## src/rtl/spt_pkg.sv

```systemverilog
package spt_pkg;

    // Shortest period the counter may run, in clocks
    localparam int unsigned SPT_MIN_LEN = 2;

    typedef enum logic [1:0] {
        ADJ_NONE     = 2'd0,
        ADJ_SHORTEN  = 2'd1,
        ADJ_LENGTHEN = 2'd2
    } adj_dir_e;

endpackage

```

## src/rtl/spt_req_capture.sv

```systemverilog
module spt_req_capture
    import spt_pkg::*;
(
    input  logic     clk,
    input  logic     rst_n,
    input  logic     adv_i,
    input  logic     ret_i,
    input  logic     close_i,
    output adj_dir_e dir_o
);

    typedef struct packed {
        logic adv;
        logic ret;
    } req_t;

    req_t req_d, req_q;
    logic adv_now, ret_now;

    always_comb begin
        adv_now = req_q.adv | adv_i;
        ret_now = req_q.ret | ret_i;
        if (adv_now && !ret_now)
            dir_o = ADJ_SHORTEN;
        else if (ret_now && !adv_now)
            dir_o = ADJ_LENGTHEN;
        else
            dir_o = ADJ_NONE;
        // Collected requests are consumed at the reload
        req_d = close_i ? '0 : '{adv: adv_now, ret: ret_now};
    end

    always_ff @(posedge clk) begin
        if (!rst_n) req_q <= '0;
        else        req_q <= req_d;
    end

endmodule

```

## src/rtl/spt_len_calc.sv

```systemverilog
module spt_len_calc
    import spt_pkg::*;
#(
    parameter int CNT_W  = 16,
    parameter int STEP_W = 8,
    parameter int LEN_W  = CNT_W + 1
) (
    input  logic [CNT_W-1:0]  period_i,
    input  logic [STEP_W-1:0] step_i,
    input  adj_dir_e          dir_i,
    output logic [LEN_W-1:0]  len_o
);

    localparam logic [LEN_W-1:0] MIN_L = LEN_W'(SPT_MIN_LEN);

    logic [LEN_W-1:0] base, step_x;

    always_comb begin
        base   = (LEN_W'(period_i) < MIN_L) ? MIN_L : LEN_W'(period_i);
        step_x = LEN_W'(step_i);
        unique case (dir_i)
            ADJ_SHORTEN:  len_o = (base >= step_x + MIN_L) ? base - step_x : MIN_L;
            ADJ_LENGTHEN: len_o = base + step_x;
            default:      len_o = base;
        endcase
    end

endmodule

```

## src/rtl/sample_period_timer.sv

```systemverilog
module sample_period_timer
    import spt_pkg::*;
#(
    parameter int CNT_W  = 16,
    parameter int STEP_W = 8
) (
    input  logic              clk,
    input  logic              rst_n,
    input  logic [CNT_W-1:0]  period_i,
    input  logic [STEP_W-1:0] step_i,
    input  logic              adv_req_i,
    input  logic              ret_req_i,
    output logic              strobe_o,
    output logic              adjusting_o
);

    localparam int LEN_W = CNT_W + 1;

    typedef struct packed {
        logic [LEN_W-1:0] cnt;
        logic             strobe;
        logic             adjusting;
    } state_t;

    state_t           state_d, state_q;
    logic             close;
    adj_dir_e         dir;
    logic [LEN_W-1:0] next_len;

    assign close = (state_q.cnt == '0);

    spt_req_capture u_req (
        .clk     (clk),
        .rst_n   (rst_n),
        .adv_i   (adv_req_i),
        .ret_i   (ret_req_i),
        .close_i (close),
        .dir_o   (dir)
    );

    spt_len_calc #(
        .CNT_W  (CNT_W),
        .STEP_W (STEP_W),
        .LEN_W  (LEN_W)
    ) u_len (
        .period_i (period_i),
        .step_i   (step_i),
        .dir_i    (dir),
        .len_o    (next_len)
    );

    always_comb begin
        state_d        = state_q;
        state_d.strobe = close;
        if (close) begin
            state_d.cnt       = next_len - LEN_W'(1);
            state_d.adjusting = (dir != ADJ_NONE);
        end else begin
            state_d.cnt = state_q.cnt - LEN_W'(1);
        end
    end

    always_ff @(posedge clk) begin
        if (!rst_n) state_q <= '0;
        else        state_q <= state_d;
    end

    assign strobe_o    = state_q.strobe;
    assign adjusting_o = state_q.adjusting;

endmodule


```

## config.mk

```make
export PLATFORM = sky130hd
export DESIGN_NAME = sample_period_timer
export DESIGN_NICKNAME = d
export VERILOG_FILES = /design/src/rtl/spt_pkg.sv /design/src/rtl/spt_req_capture.sv /design/src/rtl/spt_len_calc.sv /design/src/rtl/sample_period_timer.sv
export SDC_FILE = /design/constraint.sdc
export NUM_CORES = 1
export LEC_CHECK = 0
export ABC_AREA = 1
export CORE_MARGIN = 10
export CORE_UTILIZATION = 60
export CTS_CLUSTER_SIZE = 8
export DETAILED_ROUTE_END_ITERATION = 10
export PLACE_DENSITY = 0.87
export SLEW_MARGIN = 20
export SYNTH_ARGS = -nofsm -noshare
export SYNTH_HDL_FRONTEND = slang
export SYNTH_SLANG_ARGS = --single-unit
```

## constraint.sdc

```tcl
create_clock -name clk -period 4.32 [get_ports clk]
set_input_delay 0.864 -clock clk [delete_from_list [all_inputs] [get_ports clk]]
set_output_delay 0.864 -clock clk [all_outputs]
set_load 0.01 [all_outputs]
```

==> out/metrics.yaml <==
timing:
  finClkSkew_ns: 0.00500
  fmax_mhz: 248
  slew_viol_final: 0
  worst_slew_pin_slew_ns: 0.690
  hold_viol_final: 0
  fin_crit_sh_pct: 93.4
  maxSlewHeadroom_pct: 53.9
  setup_slack_ns: 0.287
  whs_ns: 0.474
  tns_ns: 0
  setup_viol: 0
  min_period_ns: 4.03
placement:
  port_buffers: 29
  place_ws_ns: -0.130
  dp_hpwl_um: 8900
  place_area_mm2: 0.00420
  place_congestion: 1.01
  dp_cells: 800
route:
  met3_length_um: 923
  routed-wl-met2_um: 5080
  wl_um: 11200
  first_iter_violations: 390
  via_per_inst: 5.56
  wl_per_cell_um: 13.9
  routed.top_layer: "met4"
  m1WireLength_um: 4640
  via_count: 4474
  dr.pass1.iters: 5
  antenna_left: 0
  drt_drc_violations_left: 0
min_path:
  min_path_cells: 2
  hold_path_class: "flop to flop"
run:
  drv_cap: 0
yosys:
  syn_avg_cell_area_um2: 5.32
  synth_xor_area_share_pct: 2.93
  synthAdderAreaFrac_pct: 10.5
  synthFlopType: "dfxtp_1"
  synth.area.top_cells: "nand2_1 (22%), dfxtp_1 (12%), inv_1 (11%)"
  synth_compound_area_share_pct: 7.26
  syn_nets: 731
  yosys_warnings: 0
  synthTopCellsByCount: "nand2_1 (213), inv_1 (106), nor2_1 (80), nand3_1 (74), a21oi_1 (35)"
  synth_mux_area_share_pct: 0
  yosys.area_share.simple_pct: 51.4
  synth.ff_latch_count: 21
  synth_top_family_by_area: "simple AND/OR/NAND/NOR gates"
  synthCells: 674
  yosysTopAreaCell: "nand2_1"
  yosysSeqAreaShare_pct: 11.7
  synthArstFlopShare_pct: 0
  yosysTopAreaCellShare_pct: 22.3
  yosys.cell_types.count: 33
  synth_edf_count: 0
  synthMostInstantiatedCell: "nand2_1"
  syn_area_mm2: 0.00359
die:
  io_pins: 30
  die_area_mm2: 0.00947
  dieWidth_um: 97.3
  die_y_um: 97.3
  initial_utilization_pct: 61.3
  coreArea_mm2: 0.00585
  placement_rows: 28
clocking:
  cts_buffers: 3
  cts-htree-levels: 1
  clkSlewWorstSetupHoldPaths_ns: 0.08
  cts_tree: "done"
  holdBufCountCts: 0
  root_buffer: "clkbuf_8"
  cts_buffer_depth: 2
  clk_latency_ns: 0.27
  clock-sinks: 21
global_routing:
  overflow: 0
  grt_pass1_vias: 4170
  grt_max_degree: 22
  grt_pass1_wl_um: 18200
  antenna_found_initial: 0
  grt_usage_pct: 21.8
setup_path:
  path_class: "input pin to flop"
  worstPathMaxFanout: 6
  crit_path_max_incr_delay_ns: 0.52
  r2r_cells: 16
  path_delay_family: "simple AND/OR/NAND/NOR gates"
  critPathRequiredTime_ns: 4.49
  cp_common_cell: "nand2_1"
  end_kind: "flop"
  cp_num_cells: 26
  crit_arrival_ns: 4.20
  crit_buf_inv: 5
  cpMaxStageDelayCell: "clkdlybuf4s50_1"
  cp-start-kind: "input pin"
power:
  power_density_mw_per_mm2: 433
  p_total_mw: 1.87
  p_leak_nw: 2.36
  vdd_drop_max_mv: 0.521
finish:
  area_growth_pct: 20.3
  layout.cells.non_filler: 805
  antenna_cells: 0
  final_nets: 788
  drive_gt1_share_pct: 13.2
  register_area_um2: 420
  nFillCells: 497
  fin_util_pct: 73.7
  multiInputGateArea_mm2: 0.00264
  fin_area_mm2: 0.00431
run_status:
  status: "finished, final reports clean"
## worst min-delay path, delay by kind of cell, from the launching register on
kind | cells | cell delay (ns)
flops | 1 | 0.31
simple gates | 2 | 0.12
## power breakdown
part | total [mW] | switching, mW | internal (mW)
Sequential | 0.302 | 0.0335 | 0.269
Clock | 0.138 | 0.0722 | 0.0654
Combinational | 1.43 | 0.895 | 0.530
Total | 1.87 | 1.00 | 0.865
## repair_timing
action / in CTS / in global routing
setup endpoints to repair: 0 / 11
buffers inserted: 0 / 1
gates resized for setup: 0 / 16
## registers in the layout, summed over array words and instances (netlist names)
name and cells:
state_q 17, u_req.req_q 2, adjusting_o 1, strobe_o 1
## area by class of cell
type / instances / share of cell area [%]
well taps: 75 / 2.18
inverters: 123 / 10.7
clock buffers: 3 / 0.957
repair buffers: 76 / 15.1
flip-flops and latches: 21 / 9.75
clock inverters: 1 / 0.174
multi-input cells: 506 / 61.2
## logic make-up after synthesis
group | count (synthesis)
AOI/OAI and AO/OA | 48
xor gates and xnor gates | 12
adders and majority gates | 29
buffers and inverters | 147
DFF | 21
and+or+nand+nor | 417
## placed cells by master, fill, tap and decap left out
cell / netlist / final
nor4_2: 1 / 1
clkbuf_8: 0 / 3
buf_4: 0 / 47
inv_1: 106 / 106
nand2_1: 213 / 210
xnor2_1: 3 / 3
a21oi_4: 1 / 1
nand3b_1: 4 / 4
o21a_1: 1 / 1
nand2_2: 5 / 8
a21oi_2: 0 / 2
nand3_2: 2 / 4
o21ai_1: 1 / 1
nand3_4: 1 / 1
nand4_1: 17 / 17
nor2_1: 80 / 78
ha_1: 27 / 27
nor3_2: 0 / 1
o21ai_0: 8 / 8
nor4_1: 1 / 1
dfxtp_1: 21 / 21
xor2_1: 9 / 9
nand4_4: 1 / 1
and2_1: 1 / 1
o41ai_1: 1 / 1
a21oi_1: 35 / 33
clkdlybuf4s50_1: 0 / 26
nor2_2: 4 / 5
fa_1: 2 / 2
dlymetal6s2s_1: 0 / 3
nand3_1: 74 / 72
inv_2: 14 / 14
nor3_4: 0 / 1
o211ai_1: 1 / 1
nor2_4: 5 / 6
clkinv_1: 3 / 3
nor3_1: 8 / 6
clkinvlp_4: 0 / 1
## path summary, 6_finish.rpt
| kind | start | end | slack [ns] |
|---|---|---|---|
| setup / recovery | step_i[2] | state_q[14] | 0.29 |
| hold / removal | adjusting_o | adjusting_o | 0.47 |
| setup reg to reg | state_q[3] | state_q[14] | 1.49 |
| hold reg to reg | adjusting_o | adjusting_o | 0.47 |
## per-layer routing
layer,vias to the layer above,global-route usage [%]
li1,2205,-
met1,1994,25.9
met2,220,36.9
met3,55,3.41
met4,0,11.1
met5,-,0
Note: power is estimated with default switching activity, not from simulation.
